===== src/rtl/rxfc_pkg.sv =====
package rxfc_pkg;

    localparam int CFG_W      = 32;
    localparam int MARK_W     = 8;
    localparam int CODE_W     = 4;

    // Configuration word; field positions are fixed by software.
    typedef struct packed {
        logic [7:0]        rsvd;
        logic [MARK_W-1:0] hi_units;
        logic [MARK_W-1:0] lo_units;
        logic [CODE_W-1:0] dur_code;
        logic              on_mcast;
        logic              on_bcast;
        logic              on_own;
        logic              on_any;
    } rxfc_cfg_t;

    typedef struct packed {
        logic mcast;
        logic bcast;
        logic own;
    } frame_cls_t;

    typedef enum logic [1:0] {
        PS_IDLE    = 2'd0,
        PS_HI_PEND = 2'd1,
        PS_ARMED   = 2'd2,
        PS_LO_PEND = 2'd3
    } pause_st_e;

    function automatic logic afc_enabled(rxfc_cfg_t c);
        return c.on_any | c.on_own | c.on_bcast | c.on_mcast;
    endfunction

    function automatic logic class_hit(rxfc_cfg_t c, frame_cls_t f);
        return c.on_any | (c.on_own & f.own) | (c.on_bcast & f.bcast)
             | (c.on_mcast & f.mcast);
    endfunction

endpackage


===== src/rtl/rxfc_thresh.sv =====
module rxfc_thresh #(
    parameter int LEVEL_W    = 16,
    parameter int MARK_W     = 8,
    parameter int UNIT_SHIFT = 6
) (
    input  logic [LEVEL_W-1:0] fifo_level,
    input  logic [MARK_W-1:0]  hi_units,
    input  logic [MARK_W-1:0]  lo_units,
    output logic               at_high,
    output logic               under_low
);
    localparam int BYTE_W = MARK_W + UNIT_SHIFT;
    localparam int CMP_W  = (LEVEL_W > BYTE_W) ? LEVEL_W : BYTE_W;

    logic [CMP_W-1:0] lvl_x, hi_x, lo_x;

    always_comb begin
        lvl_x = CMP_W'(fifo_level);
        hi_x  = CMP_W'({hi_units, {UNIT_SHIFT{1'b0}}});
        lo_x  = CMP_W'({lo_units, {UNIT_SHIFT{1'b0}}});
        at_high   = (lvl_x >= hi_x);
        under_low = (lvl_x <  lo_x);
    end
endmodule


===== src/rtl/rxfc_pause_fsm.sv =====
module rxfc_pause_fsm
    import rxfc_pkg::*;
#(
    parameter int PT_W = 16
) (
    input  logic            clk,
    input  logic            rst,
    input  logic            afc_en,
    input  logic            full_duplex,
    input  logic            tx_enable,
    input  logic            at_high,
    input  logic            under_low,
    input  logic [PT_W-1:0] pause_time,
    input  logic            pause_ready,
    output logic            pause_req,
    output logic [PT_W-1:0] pause_value
);
    pause_st_e       st_q;
    logic [PT_W-1:0] val_q;
    logic            pending;
    logic            accepted;

    assign pending  = (st_q == PS_HI_PEND) || (st_q == PS_LO_PEND);
    assign accepted = pause_ready && tx_enable;

    always_ff @(posedge clk) begin
        if (rst) begin
            st_q  <= PS_IDLE;
            val_q <= '0;
        end else begin
            unique case (st_q)
                PS_IDLE: begin
                    if (afc_en && full_duplex && tx_enable && at_high) begin
                        st_q  <= PS_HI_PEND;
                        val_q <= pause_time;
                    end
                end
                PS_HI_PEND: begin
                    if (accepted) st_q <= PS_ARMED;
                end
                PS_ARMED: begin
                    if (full_duplex && under_low) begin
                        st_q  <= PS_LO_PEND;
                        val_q <= '0;
                    end
                end
                PS_LO_PEND: begin
                    if (accepted) st_q <= PS_IDLE;
                end
                default: st_q <= PS_IDLE;
            endcase
        end
    end

    assign pause_req   = pending && tx_enable;
    assign pause_value = val_q;
endmodule


===== src/rtl/rxfc_jam.sv =====
module rxfc_jam #(
    parameter int CODE_W     = 4,
    parameter int STEP_SHIFT = 4
) (
    input  logic              clk,
    input  logic              rst,
    input  logic              hd_active,
    input  logic              trigger,
    input  logic [CODE_W-1:0] dur_code,
    output logic              back_press
);
    localparam int CNT_W = CODE_W + STEP_SHIFT + 1;

    logic [CNT_W-1:0] cnt_q;
    logic [CNT_W-1:0] load_val;

    assign load_val = (CNT_W'(dur_code) + CNT_W'(1)) << STEP_SHIFT;

    always_ff @(posedge clk) begin
        if (rst || !hd_active) begin
            cnt_q <= '0;
        end else if (trigger) begin
            cnt_q <= load_val;
        end else if (cnt_q != '0) begin
            cnt_q <= cnt_q - CNT_W'(1);
        end
    end

    assign back_press = (cnt_q != '0) && hd_active;
endmodule


===== src/rtl/rxfc_ctrl.sv =====
module rxfc_ctrl
    import rxfc_pkg::*;
#(
    parameter int LEVEL_W    = 16,
    parameter int PT_W       = 16,
    parameter int UNIT_SHIFT = 6,
    parameter int STEP_SHIFT = 4
) (
    input  logic               clk,
    input  logic               rst,
    input  logic [31:0]        cfg_word,
    input  logic [LEVEL_W-1:0] fifo_level,
    input  logic               full_duplex,
    input  logic               tx_enable,
    input  logic [PT_W-1:0]    pause_time,
    input  logic               sof,
    input  logic               sof_mcast,
    input  logic               sof_bcast,
    input  logic               sof_own,
    input  logic               pause_ready,
    output logic               pause_req,
    output logic [PT_W-1:0]    pause_value,
    output logic               back_press
);
    rxfc_cfg_t  cfg;
    frame_cls_t fcls;
    logic       at_high, under_low, afc_en, hd_active, jam_trig;

    assign cfg       = rxfc_cfg_t'(cfg_word);
    assign fcls      = '{mcast: sof_mcast, bcast: sof_bcast, own: sof_own};
    assign afc_en    = afc_enabled(cfg);
    assign hd_active = !full_duplex && tx_enable;
    assign jam_trig  = sof && at_high && class_hit(cfg, fcls);

    rxfc_thresh #(
        .LEVEL_W(LEVEL_W), .MARK_W(MARK_W), .UNIT_SHIFT(UNIT_SHIFT)
    ) u_thresh (
        .fifo_level(fifo_level), .hi_units(cfg.hi_units),
        .lo_units(cfg.lo_units), .at_high(at_high), .under_low(under_low)
    );

    rxfc_pause_fsm #(.PT_W(PT_W)) u_pause (
        .clk(clk), .rst(rst), .afc_en(afc_en), .full_duplex(full_duplex),
        .tx_enable(tx_enable), .at_high(at_high), .under_low(under_low),
        .pause_time(pause_time), .pause_ready(pause_ready),
        .pause_req(pause_req), .pause_value(pause_value)
    );

    rxfc_jam #(.CODE_W(CODE_W), .STEP_SHIFT(STEP_SHIFT)) u_jam (
        .clk(clk), .rst(rst), .hd_active(hd_active), .trigger(jam_trig),
        .dur_code(cfg.dur_code), .back_press(back_press)
    );
endmodule


===== config.mk =====
export PLATFORM = sky130hd
export DESIGN_NAME = rxfc_ctrl
export DESIGN_NICKNAME = d
export VERILOG_FILES = /design/src/rtl/rxfc_pkg.sv /design/src/rtl/rxfc_thresh.sv /design/src/rtl/rxfc_pause_fsm.sv /design/src/rtl/rxfc_jam.sv /design/src/rtl/rxfc_ctrl.sv
export SDC_FILE = /design/constraint.sdc
export NUM_CORES = 1
export LEC_CHECK = 0
export CAP_MARGIN = 40
export CORE_ASPECT_RATIO = 1.75
export CORE_UTILIZATION = 50
export CTS_CLUSTER_DIAMETER = 150
export DETAILED_ROUTE_END_ITERATION = 16
export DONT_BUFFER_PORTS = 1
export MAX_ROUTING_LAYER = met4
export PLACE_DENSITY = 0.67
export SLEW_MARGIN = 15
export SYNTH_ARGS = -nofsm -noshare
export SYNTH_HDL_FRONTEND = slang
export SYNTH_SLANG_ARGS = --single-unit

===== constraint.sdc =====
create_clock -name clk -period 7.1 [get_ports clk]
set_clock_uncertainty 0.1 [all_clocks]
set_input_delay 1.42 -clock clk [delete_from_list [all_inputs] [get_ports clk]]
set_output_delay 1.42 -clock clk [all_outputs]
set_load 0.01 [all_outputs]

; ---- Yosys cells after proc, flatten, opt, wreduce, memory -nomap -nowiden
; Cells that the tools add are included.
[classes]
n_div = 0
mul = 0
shift = 0
order_cmp = 2
reduce_logical = 21
n_addsub = 2
n_eq_ne = 7
mux = 10
bitwise = 9
[ops]
columns = cell, count
row1 = $mux W16, 2
row2 = $pmux W16 S2, 1
row3 = $mux W9, 2
row4 = $ge A16 B14 Y1, 1
row5 = $lt A16 B14 Y1, 1
row6 = $logic_and A1 B1 Y1, 10
row7 = $reduce_bool A9 Y1, 1
row8 = $sub A9 B1 Y9 const B, 1
row9 = $mux W2, 4
row10 = $ne A2 B1 Y1 const B, 4
row11 = $pmux W2 S4, 1
row12 = $or A1 B1 Y1, 6
row13 = $add A4 B1 Y5 const B, 1
row14 = $eq A2 B2 Y1 const B, 2
row15 = $reduce_and A4 Y1, 1
row16 = $reduce_bool A2 Y1, 2
row17 = $and A1 B1 Y1, 3
row18 = $reduce_and A3 Y1, 1
row19 = $eq A2 B1 Y1 const B, 1
row20 = $logic_not A1 Y1, 2
row21 = $logic_not A2 Y1, 1
row22 = $logic_or A1 B1 Y1, 2
row23 = $reduce_or A2 Y1, 1
[word_totals]
word_cells = 55
ramBits = 0
latch_bits = 0
out_inout_bits = 18
rom_bits = 0
input_bits = 73
reg_bits = 27
mem_count = 0

; ---- Depth between registers and ports, before layout
; Gate-level depths: netlist of run 1.
[logic_depth]
depth_word = 8
mapped_depth = 9
mapped_depth_nobuf = 8

; ---- Hierarchy
; Synthesis of run 1 repeated with hierarchy kept, for this count alone.
[unflattened]
hier_cells = 215
hier_area_um2 = 1943.1
[by_module_without_submodules]
columns = mod, area_each_um2, seq_area_each_um2, cells_per_inst, instances
row1 = rxfc_pause_fsm, 1001.0, 360.3, 95, 1
row2 = rxfc_jam, 504.2, 180.2, 58, 1
row3 = rxfc_thresh, 402.9, 0.0, 56, 1
row4 = rxfc_ctrl, 35.0, 0.0, 6, 1

; ---- Worst setup path after synthesis of run 1
; Ideal clock, no wire load.
[synth_path]
path_kind = input-to-reg
start = input cfg_word[22]
end = register u_pause.val_q[9] (netlist: u_pause.pause_value[9])
setup_time_ns = 0.116
slack_ns = 3.753
required_time_ns = 6.884
cell_stages = 9
path_buffers = 2
arrival_ns = 3.131
cell_sequence = inv_1 ha_1 a21o_1 a2111oi_4 o211ai_2 and4_1 buf_6 buf_8 a22o_4
[synth_via]
elab_chain_cells = 4
[synth_lines]
columns = element, line
row1 = "start, declared", rxfc_ctrl.sv:11  ; input logic [31:0] cfg_word,
row2 = $ge A16 B14 Y1, rxfc_thresh.sv:21  ; at_high = (lvl_x >= hi_x);
row3 = $logic_and A1 B1 Y1, rxfc_pause_fsm.sv:33  ; if (afc_en && full_duplex && tx_enable && at_high) begin
row4 = $ne A2 B1 Y1 (no source line), n/a
row5 = $reduce_and A3 Y1 (no source line), n/a
row6 = "end signal, assigned", rxfc_pause_fsm.sv:35  ; val_q <= pause_time;
row7 = "end, declared", rxfc_pause_fsm.sv:19  ; logic [PT_W-1:0] val_q;
; Every way passes these cells.
; A chain may end at the register's enable or synchronous reset.

; ---- Worst setup path after layout of run 1
[layout_path]
start = register u_jam.cnt_q[0]
end = output back_press
[layout_via]
elab_chain_cells = 2
[layout_lines]
columns = element, line
row1 = "start, declared", rxfc_jam.sv:14  ; logic [CNT_W-1:0] cnt_q;
row2 = "start signal, assigned", rxfc_jam.sv:23  ; cnt_q <= load_val;
row3 = "start signal, assigned", rxfc_jam.sv:25  ; cnt_q <= cnt_q - CNT_W'(1);
row4 = $reduce_bool A9 Y1, rxfc_jam.sv:29  ; assign back_press = (cnt_q != '0) && hd_active;
row5 = $logic_and A1 B1 Y1, rxfc_jam.sv:29
row6 = "end, declared", rxfc_ctrl.sv:23  ; output logic back_press
; Every way passes these cells.

==> results of run 1 <==
[state kept, by name (all words and copies together), names as in the netlist]
signal	flops
u_pause.pause_value	16
u_jam.cnt_q	9
u_pause.st_q	2
[logic make-up after synthesis]
family / after synthesis / share of synthesized area, %
flip-flops: 27 / 31.24
AND/OR/NAND/NOR: 53 / 17.50
buffers and inverters: 25 / 7.158
AO/OA/AOI/OAI: 46 / 22.71
adder cells (fa/ha/maj): 22 / 15.91
multiplexers: 4 / 2.458
XOR/XNOR: 6 / 3.037
[worst reg2reg max path: cells and delay by family (launching register included)]
| kind | cells | cell delay, ps |
|---|---|---|
| AO/OA/AOI/OAI | 1 | 70 |
| adder cells (fa/ha/maj) | 1 | 170 |
| buffers and inverters | 1 | 120 |
| flip-flops | 1 | 320 |
| multiplexers | 1 | 130 |
| AND/OR/NAND/NOR | 3 | 930 |
[metal layers]
metal / vias to the layer above / share of wire [%]
met5: - / 0
met3: 4 / 7.1
met1: 614 / 37
li1: 669 / -
met4: 0 / 1.8
met2: 68 / 54
[cell type report]
| cell class | count | area (um^2) | area share (%) |
|---|---|---|---|
| well taps | 43 | 53.80 | 3.001 |
| clock buffers | 3 | 41.29 | 2.303 |
| multi-input cells | 131 | 1066 | 59.46 |
| clock inverters | 1 | 8.758 | 0.4885 |
| flip-flops and latches | 27 | 540.5 | 30.15 |
| inverters | 22 | 82.58 | 4.606 |
[metrics by stage]
| stage | utilization [%] | area, um^2 | hold slack [ps] | cells |
|---|---|---|---|---|
| 2_1_floorplan | - | 1730 | 381.7 | 183 |
| 3_3_place_gp | 54.31 | 1743 | 395.3 | 223 |
| 3_5_place_dp | 54.31 | 1743 | 406.9 | 223 |
| 6_report | 55.87 | 1793 | 416.7 | 227 |
| 4_1_cts | 55.87 | 1793 | 416.4 | 227 |
| 5_1_grt | 55.87 | 1793 | 454.6 | 227 |
[final timing paths]
path / startpoint / to / slack (ps) / depth (start not counted)
worst min register to register: u_jam.cnt_q[1]$_SDFFE_PP0P_ / u_jam.cnt_q[1]$_SDFFE_PP0P_ / 420 / 2
worst min-delay path: u_jam.cnt_q[1]$_SDFFE_PP0P_ / u_jam.cnt_q[1]$_SDFFE_PP0P_ / 420 / 2
worst max-delay path: u_jam.cnt_q[0]$_SDFFE_PP0P_ / back_press / 3690 / 5
worst max register to register: u_jam.cnt_q[0]$_SDFFE_PP0P_ / u_jam.cnt_q[5]$_SDFFE_PP0P_ / 5150 / 7
[cell usage in the layout, fill, tap and decap left out, types with 3 or more instances in the layout]
master / n
sky130_fd_sc_hd__dfxtp_1: 27
sky130_fd_sc_hd__nor2_1: 13
sky130_fd_sc_hd__a21oi_1: 9
sky130_fd_sc_hd__a22o_2: 6
sky130_fd_sc_hd__clkbuf_8: 3
sky130_fd_sc_hd__o21ai_0: 3
sky130_fd_sc_hd__ha_1: 22
sky130_fd_sc_hd__nand3_1: 7
sky130_fd_sc_hd__a211o_1: 3
sky130_fd_sc_hd__a22o_1: 9
sky130_fd_sc_hd__nand2_1: 6
sky130_fd_sc_hd__xnor2_1: 4
sky130_fd_sc_hd__nor4_1: 4
sky130_fd_sc_hd__inv_1: 22
[power by group]
group          total [mW]  switching [mW]  internal (mW)
clock              0.0900          0.0488         0.0412
sequential          0.188          0.0191          0.169
combinational       0.140          0.0754         0.0646
total               0.418           0.143          0.275
==> summary.md, run 1 <==
The data arrival time at the worst-slack endpoint is 1890 ps, and the accumulated negative setup slack is 0 ps. Distinct cell type count after synthesis: 49. For this design, the CTS-stage hold fixing added 0 buffers. In this run the remaining antenna-violating nets after routing total 0.

For this design the top-level I/O count stands at 91. At the end of routability-driven placement, the weighted congestion stood at 0.7639. The horizontal die dimension is 46.47 um, and the DRC violations left is 0. After legalization and detailed placement, the total HPWL measured 2914 um. The run gives 31.24% as the part of the Yosys area used for sequential elements. Entering global routing, the biggest net connects 18 pins. The worst path needs 3411 ps of the cycle, external delays included. Across the VDD grid, the largest voltage drop is 0.1950 mV. In this run, CTS created clock tree buffers numbering 3. Of the cells placed in the final design, the portion with a size suffix greater than 1 is 13.04%. The number of gates resized after CTS was 0. The logs give 0 for the number of antenna violations at the first check in global routing and 0 for the number of failing setup endpoints in the final timing report.

The largest total area in the synthesized netlist belongs to sky130_fd_sc_hd__dfxtp_1. The met1 capacity usage during global routing came out at 16.83%. The worst setup path is captured at an output port. The biggest fanout along the worst timing path works out to 4. 0 antenna diodes ended up in the layout.

The tools report the maximum root-to-sink buffer count as 2. After synthesis, the largest area contributor takes up 31.24% of total cell area. The worst path setup slack after routing came out at 3689 ps. Using the TritonRoute via totals, the vias-per-cell ratio works out to 5.969. At the placement stage, the worst setup path has a slack of 3467 ps. Number of buffers added for setup after CTS: 0. Clock latency on the worst-skew pair, taken at its later pin, is 280 ps. The count of vias placed by the detailed router was 1355.

STA classifies the critical path startpoint as a register. Global routing consumed, on the met2 layer, 39.17% of the routing resources. The region available for standard cell placement spans 3209 um^2. TritonCTS built the clock tree. The filler cell count in the final layout is 303, and the flip-flop and latch count after synthesis is 27. After clock tree synthesis, the clock-pin slew on the worst setup and hold paths is 90 ps. In this run the vertical extent of the chip is 79.83 um. The transition at the pin with the smallest max-transition slack is 650.0 ps, and the routed length per placed instance is 15.22 um. The met3 demand-to-capacity share in global routing was 2.262%. Summed over all layers, the routed wires come to 3454 um. Traced cell by cell, the critical path runs through inv_1 -> ha_1 -> nor4b_1 -> and2_1 -> nor3b_1.

The design draws 0.4182 mW. Commonest register cell after synthesis: sky130_fd_sc_hd__dfxtp_1. The number of buffers and inverters on the critical path is 1, and the post-synthesis net count is 278. The slowest stage of the critical path belongs to the cell sky130_fd_sc_hd__nor4b_1.

Maximum level of the CTS H-tree: 1. In this run the clock root is driven by a sky130_fd_sc_hd__clkbuf_8. The floorplan step defined a die boundary enclosing 3709 um^2. Counting flops with a built-in enable in the synthesized netlist gives 0.

The overall routing resource usage was 19.95%; the global-route wire length before repair was 5361 um. The count of nets after finishing is 280. Most used standard cell by instance count after synthesis: sky130_fd_sc_hd__dfxtp_1. Ranked by total cell area, the synthesized netlist is headed by sky130_fd_sc_hd__dfxtp_1 (31%), sky130_fd_sc_hd__ha_1 (16%), sky130_fd_sc_hd__inv_1 (4.8%). The power per standard cell area is 233.3 nW/um^2, and the netlist area before placement is 1730 um^2.

In this run the most used layer during global routing was met2. The peak clock frequency supported by timing is 0.2932 GHz. Setup repair after global routing left no endpoint under its margin. The via count of the first global-routing pass came out at 1420. The category of cells accounting for the largest share of critical-path delay is simple AND/OR/NAND/NOR gates. Critical path start-end classification: reg -> out. The logs give 0.8094 nW for the leakage power and 27 for the number of clock sinks. For this run, the number of Yosys warnings is 0.

The commonest cells after synthesis are sky130_fd_sc_hd__dfxtp_1 (27), sky130_fd_sc_hd__ha_1 (22), sky130_fd_sc_hd__inv_1 (22). The tightest min-delay check is of the reg -> reg type. The run gives 4 as the detailed-router iteration count before antenna repair. Row generation in the floorplan step produced 27 rows.

Input and output buffers added on the ports amount to 0. The initial utilization of the core area, before any placement, comes to 53.92%. The growth of design area from synthesis to finish was 3.615%. The detailed router finished its first iteration with 27 violations. Data on the critical path is required at its endpoint by 5580 ps.

The max-cap violation count came out at 0. The final number of max-transition violations is 0, and the final period utilization is 48.05%. For the total count of hold-check failures in the final report, the log shows 0.

Synthesis handed over a netlist of 183 instances. The run finished with clean final reports. In this run the mean area of a mapped cell was 9.456 um^2. The tools report the worst relative slew slack as 56.06%. The largest stage delay on the critical path works out to 540 ps. The global route total overflow was 0. Of all flip-flops after synthesis, the portion carrying an async set or reset was 0%.
No activity file was read; power rests on OpenSTA's default activity.
==> run 2: changes to the inputs <==
==> constraint.sdc (replaced) <==
create_clock -name clk -period 3.4 [get_ports clk]
set_clock_uncertainty 0.1 [all_clocks]
set_input_delay 0.68 -clock clk [delete_from_list [all_inputs] [get_ports clk]]
set_output_delay 0.68 -clock clk [all_outputs]
set_load 0.01 [all_outputs]
==> summary.md, run 2 (synthesis gave the netlist of run 1 again) <==
The tools report the met2 layer wire length in the routed design as 1906 um. The first global-routing pass estimated 5513 um of wire. Once layout is complete, the utilization of the core stands at 55.87%. Data arrival time at the worst-slack endpoint: 1950 ps.

Summed over all layers, the routed wires come to 3510 um. Setup violations remaining at the end of the flow were counted as 0. In the final routed layout, each cell accounts on average for 15.46 um. The filler cell count in the final layout is 314, and the area of the die is 3709 um^2. Most common cell after layout, fill and taps aside: sky130_fd_sc_hd__dfxtp_1.

Summing all multi-input logic gate instances after layout gives 1066 um^2. The type of element launching the critical path is a register. The worst path needs 2729 ps of the cycle, external delays included. The tree is rooted in a sky130_fd_sc_hd__clkbuf_8. The routed design uses 263 um of met3 wire. The design draws 0.8732 mW. The maximum level of the CTS H-tree is 1, and the maximum vdd ir drop is 0.4059 mV. At the later pin of the worst-skew pair, clock insertion delay measures 280 ps. The growth of design area from synthesis to finish is 3.615%, and the final instance count without filler cells is 227. Before CTS, the worst setup slack after placement is 546.0 ps. Final hold analysis gives a worst-case slack of 354.8 ps.

Tracing the worst setup path back leads to its startpoint at u_jam.cnt_q[0]$_SDFFE_PP0P_. The global route total overflow was 0. Adding up every negative setup slack in the final design gives 0 ps.

The height of the die is 79.83 um, and the fraction of layout instances using a drive strength above 1 is 13.04%. The logs give 27 for the number of clock sinks and 540.5 um^2 for the area taken by flip-flops and latches. The tightest min-delay check is of the in -> reg type.

The worst pin sits at a relative slew slack of 54.38%. The count of nets left with antenna violations after detail routing is 0, and the count of nets after finishing is 280. The count of port buffers added during placement was 0; the final period utilization was 80.27%.

The logs give 670.9 ps for the worst path setup slack after routing and 0.3664 GHz for the peak clock frequency supported by timing. In this run, post-CTS repair resized a total of 0 instances. After floorplanning, the core was sized to cover 3209 um^2. The count of standard-cell rows came out at 27.

TritonCTS built the clock tree. The run gives 0 as the total count of hold-check failures in the final report. The startpoint of the tightest hold check path was rst. For this design the ratio of total power to cell area is 487.0 nW/um^2.

Dividing the detail-routed via count by the number of cells gives 6.026. Walking the worst path, the cells encountered are inv_1 -> ha_1 -> nor4b_1 -> and2_1 -> nor3b_1. The run gives 223 as the number of placed instances with taps included.

Entering global routing, the biggest net connects 18 pins. Endpoint type of the worst setup path: an output port. The transition at the pin with the smallest max-transition slack is 674.8 ps. For this run, design rule violations remaining after detail routing come to 0.

The number of buffers added for setup after CTS came out at 0. The wire-length estimate of the detail-placed layout is 2912 um. The critical path in this run is classified as reg -> out. The final design instance area without fill is 1793 um^2. The floorplan step set the die width to 46.47 um.

Setup repair after global routing left no endpoint under its margin. The routed metal-1 wire length came out at 1250 um. After clock tree synthesis, the flow added hold-fix buffers numbering 0. Counting along the longest clock path gives a buffer depth of 2. The post-CTS clock slew at the launch and capture registers of the worst setup and hold paths works out to 90 ps. The diode insertion count for antenna repair is 0.

The slowest stage of the critical path is the sky130_fd_sc_hd__nor4b_1 cell. The startpoint identified for the worst register-to-register timing path is u_jam.cnt_q[0]$_SDFFE_PP0P_. Once the floorplan was initialized, standard cells occupied 53.92% of the core. The largest stage delay on the critical path works out to 570 ps.

For the data required time at the worst endpoint, the log shows 2620 ps. Leakage power: 0.8094 nW. The flow ran to the end, and the final reports show no timing, DRC or antenna violations. The run gives 0 as the max-cap violation count.

Top-level I/O count: 91. In the layout the commonest cells are sky130_fd_sc_hd__dfxtp_1 (27), sky130_fd_sc_hd__inv_1 (22), sky130_fd_sc_hd__ha_1 (22), sky130_fd_sc_hd__nor2_1 (13). TritonCTS created 3 clock buffers. The biggest fanout along the worst timing path came out at 4. In this run the top signal layer used is met4.

The detailed router finished its first iteration with 19 violations. The register with the most flip-flops in the layout has 16 of them. Final weighted congestion of routability-driven global placement: 0.7679. Once placement finished, the instance area stood at 1743 um^2. Detailed routing inserted a total of 1368 vias. The final number of max-transition violations is 0, and the via count of the first global-routing pass is 1471. Number of antenna violations at the first check in global routing: 0. The first detailed-routing pass took 4 iterations. Overall routing resource usage: 20.46%.
[run 2: final cells by class]
type,count,area share [%]
Multi-Input combinational cell,131,59.46
Sequential cell,27,30.15
Inverter,22,4.606
Tap cell,43,3.001
Clock buffer,3,2.303
Clock inverter,1,0.4885
[run 2: critical path, delay by kind of cell, from the launching register on]
| kind | cells | cell delay (ps) |
|---|---|---|
| AND/OR/NAND/NOR | 3 | 1040 |
| flip-flops | 1 | 330 |
| adder cells (fa/ha/maj) | 1 | 180 |
| buffers and inverters | 1 | 130 |
[run 2: layer usage]
layer / track usage (%) / vias to the layer above
met5: - / -
met4: 9.118 / 0
met3: 3.846 / 9
met2: 40.28 / 74
met1: 16.15 / 616
li1: - / 669
[run 2: final timing paths]
| check | endpoint | slack [ps] | cells after the start |
|---|---|---|---|
| worst max-delay path | back_press | 670 | 5 |
| worst min-delay path | u_pause.st_q[0]$_SDFFE_PP0P_ | 350 | 1 |
| worst max register to register | u_jam.cnt_q[2]$_SDFFE_PP0P_ | 1380 | 7 |
| worst min register to register | u_pause.st_q[0]$_SDFFE_PP0P_ | 430 | 2 |
[run 2: power breakdown]
group | total, mW | internal [mW] | switching (mW)
sequential | 0.393 | 0.353 | 0.0400
combinational | 0.290 | 0.134 | 0.156
clock | 0.190 | 0.0862 | 0.104
total | 0.873 | 0.573 | 0.300
